<file path="src/rtl/wake_line_ctrl.sv">
module wake_line_ctrl #(
  parameter int DET_CYC   = 800,
  parameter int PULSE_CYC = 2000,
  parameter int GEN_CYC   = 800,
  parameter int ON_CYC    = 500,
  parameter int HIZ_CYC   = 1000,
  parameter int BLANK0    = 500,
  parameter int BLANK1    = 1000,
  parameter int BLANK2    = 2000,
  parameter int BLANK3    = 5000
) (
  input  logic       clk,
  input  logic       rst_n,
  input  logic       line_rx,
  input  logic       drv_level,
  input  logic       drv_en,
  input  logic       tx_en_pin,
  input  logic       tx_pin,
  input  logic       detect_off,
  input  logic       gen_start,
  input  logic       wake_mask,
  input  logic       int_read,
  input  logic [1:0] blank_sel,
  output logic       wake_n,
  output logic       wake_flag,
  output logic       irq,
  output logic       ovr_en,
  output logic       ovr_level,
  output logic       ovr_hiz,
  output logic       ovr_boost_ilim,
  output logic       ovr_fast_slew,
  output logic       gen_busy
);

  localparam int BMAX01 = (BLANK0 > BLANK1) ? BLANK0 : BLANK1;
  localparam int BMAX23 = (BLANK2 > BLANK3) ? BLANK2 : BLANK3;
  localparam int BMAX   = (BMAX01 > BMAX23) ? BMAX01 : BMAX23;
  localparam int GMAX0  = (GEN_CYC > ON_CYC) ? GEN_CYC : ON_CYC;
  localparam int GMAX   = (GMAX0 > HIZ_CYC) ? GMAX0 : HIZ_CYC;
  localparam int DW = $clog2(DET_CYC + 1);
  localparam int PW = $clog2(PULSE_CYC + 1);
  localparam int BW = $clog2(BMAX + 1);
  localparam int GW = $clog2(GMAX + 1);

  typedef enum logic [1:0] {G_IDLE, G_OPP, G_BACK, G_HIZ} gstate_t;

  gstate_t         gst;
  logic [GW-1:0]   gcnt;
  logic            orig_q;
  logic [DW-1:0]   dcnt;
  logic [PW-1:0]   pcnt;
  logic [BW-1:0]   bcnt;
  logic [BW-1:0]   blank_len;
  logic            lvl_q;
  logic            trans, blanked, mismatch, qual, fire, start;

  always_comb begin
    case (blank_sel)
      2'd0:    blank_len = BW'(BLANK0);
      2'd1:    blank_len = BW'(BLANK1);
      2'd2:    blank_len = BW'(BLANK2);
      default: blank_len = BW'(BLANK3);
    endcase
  end

  assign gen_busy = (gst != G_IDLE);
  assign trans    = (drv_level != lvl_q);
  assign blanked  = trans || (bcnt != '0);
  assign mismatch = drv_en && (line_rx != drv_level);
  assign qual     = mismatch && !blanked && !detect_off && !gen_busy;
  assign fire     = qual && (dcnt == DW'(DET_CYC - 1));
  assign start    = gen_start && !tx_en_pin && tx_pin && !gen_busy;

  always_ff @(posedge clk or negedge rst_n) begin
    if (!rst_n) begin
      lvl_q <= 1'b0;
      bcnt  <= '0;
    end else begin
      lvl_q <= drv_level;
      if (trans)
        bcnt <= blank_len;
      else if (bcnt != '0)
        bcnt <= bcnt - 1'b1;
    end
  end

  always_ff @(posedge clk or negedge rst_n) begin
    if (!rst_n)
      dcnt <= '0;
    else if (!qual)
      dcnt <= '0;
    else if (dcnt != DW'(DET_CYC))
      dcnt <= dcnt + 1'b1;
  end

  always_ff @(posedge clk or negedge rst_n) begin
    if (!rst_n)
      pcnt <= '0;
    else if (fire)
      pcnt <= PW'(PULSE_CYC);
    else if (pcnt != '0)
      pcnt <= pcnt - 1'b1;
  end

  assign wake_n = (pcnt == '0);

  always_ff @(posedge clk or negedge rst_n) begin
    if (!rst_n)
      wake_flag <= 1'b0;
    else if (fire)
      wake_flag <= 1'b1;
    else if (int_read)
      wake_flag <= 1'b0;
  end

  assign irq = wake_flag && !wake_mask;

  always_ff @(posedge clk or negedge rst_n) begin
    if (!rst_n) begin
      gst    <= G_IDLE;
      gcnt   <= '0;
      orig_q <= 1'b0;
    end else begin
      case (gst)
        G_IDLE: if (start) begin
          gst    <= G_OPP;
          gcnt   <= GW'(GEN_CYC - 1);
          orig_q <= line_rx;
        end
        G_OPP: if (gcnt == '0) begin
          gst  <= G_BACK;
          gcnt <= GW'(ON_CYC - 1);
        end else gcnt <= gcnt - 1'b1;
        G_BACK: if (gcnt == '0) begin
          gst  <= G_HIZ;
          gcnt <= GW'(HIZ_CYC - 1);
        end else gcnt <= gcnt - 1'b1;
        default: if (gcnt == '0) gst <= G_IDLE;
                 else gcnt <= gcnt - 1'b1;
      endcase
    end
  end

  assign ovr_en         = (gst == G_OPP) || (gst == G_BACK);
  assign ovr_level      = (gst == G_OPP) ? !orig_q : ((gst == G_BACK) && orig_q);
  assign ovr_hiz        = (gst == G_HIZ);
  assign ovr_boost_ilim = gen_busy;
  assign ovr_fast_slew  = gen_busy;

endmodule

</file>
<file path="config.mk">
export PLATFORM = sky130hd
export DESIGN_NAME = wake_line_ctrl
export DESIGN_NICKNAME = d
export VERILOG_FILES = /design/src/rtl/wake_line_ctrl.sv
export SDC_FILE = /design/constraint.sdc
export NUM_CORES = 1
export LEC_CHECK = 0
export BUFFER_PORTS_ARGS = -buffer_cell sky130_fd_sc_hd__buf_2
export CAP_MARGIN = 25
export CORE_MARGIN = 3
export CORE_UTILIZATION = 30
export CTS_CLUSTER_DIAMETER = 80
export DETAILED_ROUTE_END_ITERATION = 6
export MAX_ROUTING_LAYER = met4
export SETUP_SLACK_MARGIN = 0.02
export SYNTH_ARGS = -nofsm -noshare
export SYNTH_HDL_FRONTEND = slang
export SYNTH_SLANG_ARGS = --single-unit
</file>
<file path="constraint.sdc">
create_clock -name clk -period 2.3 [get_ports clk]
set_input_delay 0 -clock clk [delete_from_list [all_inputs] [get_ports clk]]
set_output_delay 0 -clock clk [all_outputs]
set_load 0.05 [all_outputs]
</file>
==> impl_metrics.json, run 1 <==
{
  "grt_antenna_before_repair": 0,
  "final_period_minus_worst_setup_slack_ns": 2.19,
  "count_of_state_elements_after_synthesis": 49,
  "synth_edf_count": 0,
  "ctsHtreeMaxLevel": 2,
  "worst_setup_path_endpoint": "gcnt[8]",
  "max_slew.worst_pin.slew_ns": 0.465,
  "first_global_vias": 2565,
  "final.period_utilization": 0.953,
  "synthDistinctLibCells": 61,
  "iteration_0_drc_markers": 122,
  "pin_count_of_the_biggest_net_entering_global_routing": 50,
  "crit_path_cell_trace": "inv_1, ha_4, or4b_4, or4_4, a211o_1, a22o_1",
  "route.vias.total": 2539,
  "worst-endpoint-arrival_ns": 2.39,
  "drc_errors": 0,
  "syn_area_per_cell_um2": 9.13,
  "crit_path_max_fanout": 5,
  "worst_r2r_endpoint": "gcnt[8]",
  "core_region_area_um2": 9500,
  "clock_sinks": 49,
  "grt_pass1_wl_um": 12000,
  "synth.yosys.warnings": 0,
  "netlist_area_um2": 3000,
  "pin_count": 22,
  "post_route_cells_drive_above_1_share": 0.191,
  "antenna_left": 0,
  "final_core_utilization": 0.373,
  "cts_tree": "yes",
  "cts-root-to-sink-buffers": 2,
  "power.leakage_nw": 1.42,
  "start_util": 0.316,
  "critPathMaxStageDelay_ns": 0.48,
  "skew_ns": 0.0106,
  "syn-num-nets": 352,
  "postCtsSetupBuffers": 0,
  "sequential_to_total_area_share_from_yosys_stat": 0.408,
  "gp_congestion": 0.866,
  "post_drt_wl_per_cell_um": 13.7,
  "placed_wire_length_estimate_after_detailed_placement_um": 4840,
  "irDropWorstVdd_uv": 881,
  "worst_skew_pair.late_latency_ns": 0.30,
  "core_rows": 35,
  "timing_hold_violations_final": 0,
  "ctsRootBufferMaster": "clkbuf_8",
  "reg2reg_slack_ns": 0.11,
  "dominantRegCellSynth": "dfrtp_1",
  "overflow": 0,
  "worstSetupEndpointType": "flip-flop",
  "critical_path.startpoint": "gcnt[0]",
  "layout_area_overhead_pct": 18.0,
  "data_required_time_of_the_critical_path_ns": 2.49,
  "r2r-start": "gcnt[0]",
  "numCtsBuffers": 5,
  "antenna_cells_inserted": 0,
  "hold_path_class": "input port to asynchronous set/reset pin",
  "worst_setup_path_start_kind": "flip-flop",
  "cts.clk_slew.worst_paths_ns": 0.10,
  "synthesis.instances": 329,
  "die_x_um": 106,
  "slew_headroom": 0.688,
  "die_area_um2": 11200,
  "grt_util_all_layers": 0.130,
  "rsz_0062_raised_after_global_routing": "no",
  "io_buffer_count": 21,
  "routed_via_density": 5.12,
  "status": "finished clean",
  "fin_tns_setup_ns": 0,
  "timing_max_transition_violations_final": 0,
  "floorplan.die.height_um": 106,
  "design.final.nets": 389,
  "critical_path.slowest_cell": "or4b_4",
  "cap_viol_max_count": 0,
  "rr_worst_depth": 6,
  "number_of_detailed_route_iterations_in_the_first_pass": 4,
  "cellPowerDensity_nw_per_um2": 991,
  "critical_path_class": "flip-flop to flip-flop",
  "setup_viol_count_final": 0,
  "routed_wl_um": 6780,
  "synthArstFlopShare": 1.00,
  "timing.fmax_mhz": 456
}
kinds of logic after synthesis:
kind of cell,share of synthesized area
compound gates,0.174
xor+xnor,0.0525
fa+ha+maj,0.0417
buf+inv,0.0504
flops,0.408
mux,0.0108
simple gates,0.262
sequential cells by signal, summed over array words and instances, names as in the netlist:
| name | flops |
|---|---|
| bcnt | 13 |
| pcnt | 11 |
| dcnt | 10 |
| gcnt | 10 |
| gst | 2 |
| lvl_q | 1 |
| orig_q | 1 |
| wake_flag | 1 |
where the power goes:
group          switching [mW]  total [mW]  internal [mW]
Combinational            1.08        1.79          0.717
Sequential              0.164        1.18           1.02
Clock                   0.316       0.536          0.220
Total                    1.56        3.51           1.95
layout make-up:
class,instances,area [um2]
Clock buffer,5,68.8
Clock inverter,3,25.0
Fill cell,985,5960
Inverter,21,78.8
Multi-Input combinational cell,244,1670
Sequential cell,49,1230
Tap cell,129,161
Timing Repair Buffer,45,315
cells in the mapped netlist (7+ instances only):
library cell,number,area (um2)
a21oi_1,10,50.1
a31oi_1,7,43.8
clkbuf_1,11,41.3
dfrtp_1,49,1230
ha_1,10,125
inv_1,20,75.1
nand2_1,14,52.6
nand3_1,13,65.1
nor2_1,32,120
nor3_1,17,85.1
nor4_1,8,50.1
o21ai_0,12,60.1
o31ai_1,8,60.1
or3_1,9,56.3
or4_1,8,60.1
xnor2_1,13,114
layout by cell type (no fill, tap or decap), types with 3 or more instances in the layout:
master,instances
clkbuf_8,5
or4_4,4
a22o_1,4
nor4_1,8
o31ai_1,8
a211o_1,3
xnor2_1,13
dlygate4sd3_1,6
nor2b_1,5
inv_1,20
or3_1,9
nor3_1,16
nand2_1,13
o21ai_1,3
o21ai_0,12
or4_1,5
a31oi_1,7
nor2_1,32
dfrtp_1,49
a21oi_1,10
or3b_2,3
buf_2,20
a211oi_1,5
nand3_1,13
ha_1,9
o211ai_1,5
nand2b_1,5
xor2_1,5
buf_4,18
or4bb_1,3
metal layers:
layer | global-route usage | vias up | share of wire | routed length, um
li1 | - | 1291 | - | -
met1 | 0.172 | 1186 | 0.51 | 3430
met2 | 0.208 | 55 | 0.45 | 3050
met3 | 0.0213 | 7 | 0.038 | 258
met4 | 0.0324 | 0 | 0.0062 | 42
met5 | - | - | 0 | 0
per-stage QoR:
stage	setup WS, ns	cell area, um2	hold slack (ns)	cells	total power [mW]
after floorplan	0.102	3000	-0.296	329	2.46
after global placement	0.0825	3340	0.0135	482	2.91
after detailed placement	0.0237	3340	0.0128	482	2.92
after CTS	0.0656	3510	0.214	496	3.48
after global routing	0.0115	3540	0.214	496	3.77
final	0.107	3540	0.204	496	3.51
worst max-delay path, delay by kind of cell, from the launching register on:
kind	cells	cell delay [ns]
flip-flops	1	0.43
adder cells (fa/ha/maj)	1	0.15
AND/OR/NAND/NOR	2	0.92
buffers and inverters	1	0.11
AO/OA/AOI/OAI	2	0.48
what timing repair did:
| item | CTS | global route |
|---|---|---|
| pin swaps | 0 | 1 |
| hold buffers | 6 | 0 |
| resized for setup | 3 | 8 |
| setup endpoints to repair | 2 | 20 |
| hold endpoints to repair | 54 | 0 |
worst min-delay path by stage:
stage                      from  endpoint  slack [ns]
after floorplan           rst_n   bcnt[0]       -0.30
after global placement    rst_n   pcnt[7]        0.01
after detailed placement  rst_n   pcnt[7]        0.01
after CTS                 rst_n   pcnt[7]        0.21
after global routing      rst_n   pcnt[6]        0.21
final                     rst_n   pcnt[7]        0.20
Note: power is estimated with default switching activity, not from simulation.
==> run 2, diff against run 1 <==
--- a/config.mk
+++ b/config.mk
@@ -8,10 +8,11 @@
 export BUFFER_PORTS_ARGS = -buffer_cell sky130_fd_sc_hd__buf_2
 export CAP_MARGIN = 25
 export CORE_MARGIN = 3
-export CORE_UTILIZATION = 30
+export CORE_UTILIZATION = 45
 export CTS_CLUSTER_DIAMETER = 80
 export DETAILED_ROUTE_END_ITERATION = 6
 export MAX_ROUTING_LAYER = met4
+export PLACE_DENSITY = 0.64
 export SETUP_SLACK_MARGIN = 0.02
 export SYNTH_ARGS = -nofsm -noshare
 export SYNTH_HDL_FRONTEND = slang
==> run 2 against run 1 <==
Net effect:
- sequential cell count is the same
- register-to-register slack lost 0.02 ns
- setup slack lost 0.021 ns
- wire length grew 1.2%
- final area shrank 1.8%
- core utilization grew 17 points
- sequential power is essentially flat
- non-clock buffer count is the same
- clock skew shrank 0.0023 ns
- hold slack lost 0.076 ns
- critical path depth is the same
==> impl_metrics.json, run 2 (synthesis results as in run 1) <==
{
  "max_slew.worst_pin.slew_ns": 0.628,
  "most_frequent_standard_cell_in_the_layout_excluding_fill_and_tap_cells": "dfrtp_1",
  "register_with_the_highest_flop_count": "bcnt",
  "route.vias.total": 2622,
  "timing_max_transition_violations_final": 0,
  "critical_path_class": "flip-flop to flip-flop",
  "start_util": 0.468,
  "cts-root-to-sink-buffers": 2,
  "layout.cells.non_filler": 444,
  "flip_flop_count_of_the_largest_register_all_copies_and_words_added": 13,
  "reg.largest.list": "bcnt (13), pcnt (11)",
  "worst_skew_pair.late_latency_ns": 0.31,
  "grt_pass1_wl_um": 12000,
  "antenna_left": 0,
  "detailedPlace.worstSlack_ns": 0.0270,
  "worst-endpoint-arrival_ns": 2.42,
  "antenna_cells_inserted": 0,
  "power.net_switching_mw": 1.58,
  "first_global_vias": 2662,
  "routed_wl_um": 6860,
  "p_comb_frac": 0.483,
  "routed_via_density": 5.91,
  "core_region_area_um2": 6420,
  "post_route_cells_drive_above_1_share": 0.177,
  "final.period_utilization": 0.963,
  "slew_headroom": 0.581,
  "final_ws_setup_ns": 0.0858,
  "cap_viol_max_count": 0,
  "p_int_mw": 2.17,
  "irDropWorstVdd_uv": 799,
  "overflow": 0,
  "status": "finished clean",
  "grt_antenna_before_repair": 0,
  "grt_util_all_layers": 0.198,
  "design.final.nets": 389,
  "placed_wire_length_estimate_after_detailed_placement_um": 4900,
  "die_x_um": 87.7,
  "numCtsBuffers": 5,
  "power_mw": 3.74,
  "iteration_0_drc_markers": 111,
  "placed_cells": 430,
  "clock_sinks": 49,
  "timing_hold_violations_final": 0,
  "pin_count_of_the_biggest_net_entering_global_routing": 50,
  "crit_path_max_fanout": 5,
  "skew_ns": 0.00820,
  "data_required_time_of_the_critical_path_ns": 2.50,
  "timing.fmax_mhz": 452,
  "die_area_um2": 7690,
  "cts_tree": "yes",
  "worst_setup_path_start_kind": "flip-flop",
  "worstSetupEndpointType": "flip-flop",
  "fin_tns_setup_ns": 0,
  "cts.clk_slew.worst_paths_ns": 0.10,
  "most_used_cells_in_the_layout_excluding_fill_and_tap_cells": "49 x dfrtp_1, 32 x nor2_1, 20 x inv_1, 20 x buf_2, 19 x buf_4",
  "gp_congestion": 0.853,
  "share_clk_of_total_power": 0.202,
  "cellPowerDensity_nw_per_um2": 1080,
  "power.leakage_nw": 1.43,
  "ctsHtreeMaxLevel": 2,
  "rsz_0062_raised_after_global_routing": "yes",
  "post_drt_wl_per_cell_um": 15.4,
  "setup_viol_count_final": 0,
  "drc_errors": 0,
  "seqPwrFrac": 0.315,
  "floorplan.die.height_um": 87.7,
  "core_rows": 29,
  "layout_area_overhead_pct": 15.9,
  "pin_count": 22,
  "hold_ws_ns": 0.128,
  "hold_path_class": "input port to flip-flop",
  "number_of_detailed_route_iterations_in_the_first_pass": 4,
  "final_period_minus_worst_setup_slack_ns": 2.21,
  "p_sw_frac": 0.421,
  "ctsRootBufferMaster": "clkbuf_8",
  "io_buffer_count": 21
}
==> run 2: power by group through the flow <==
stage	combinational, mW	clock, mW	sequential (mW)
global route	1.98	0.810	1.21
detailed placement	1.77	0	1.19
finish	1.81	0.757	1.18
CTS	1.78	0.785	1.18
global placement	1.74	0	1.18
floorplan	1.31	0	1.15
==> run 2: path summary, 6_finish.rpt <==
check / from / to / slack (ns) / cells past startpoint
min in group asynchronous: rst_n / pcnt[10] / 0.32 / 3
worst max register to register: gcnt[0] / gcnt[8] / 0.09 / 6
worst min register to register: pcnt[10] / pcnt[10] / 0.51 / 2
worst max-delay path: gcnt[0] / gcnt[8] / 0.09 / 6
worst min-delay path: detect_off / pcnt[10] / 0.13 / 4
max in group asynchronous: rst_n / gcnt[6] / 1.55 / 3
==> run 2: area by class of cell <==
type,count,area [um2]
Sequential cell,49,1230
Multi-Input combinational cell,244,1640
Fill cell,584,2940
Tap cell,77,96.3
Clock buffer,5,68.8
Inverter,21,78.8
Clock inverter,3,68.8
Timing Repair Buffer,45,303
==> run 2: metal layers <==
layer / part of all wire / track usage / up-vias / wire length [um]
met5: 0 / - / - / 0
met4: 0.0086 / 0.0516 / 0 / 59
met3: 0.045 / 0.0301 / 5 / 312
met2: 0.48 / 0.325 / 62 / 3280
met1: 0.47 / 0.256 / 1268 / 3200
li1: - / - / 1287 / -
==> run 2: worst max-delay path, cell delays in order (launching register included) <==
cell     delay [ns]
dfrtp_1        0.43
inv_1          0.08
ha_2           0.19
or4b_4         0.50
or4_4          0.44
a211o_1        0.31
a22o_1         0.18
==> run 2: what timing repair did <==
item	CTS	global route
setup buffers	0	0
gates resized for setup	2	4
hold buffers	6	0
hold endpoints to repair	54	0
endpoints found under the setup margin	2	4
==> run 2: per-stage QoR <==
| step | util | cell area, um2 |
|---|---|---|
| floorplan | - | 3000 |
| global placement | 0.509 | 3270 |
| detailed placement | 0.509 | 3270 |
| CTS | 0.541 | 3470 |
| global route | 0.542 | 3480 |
| finish | 0.542 | 3480 |
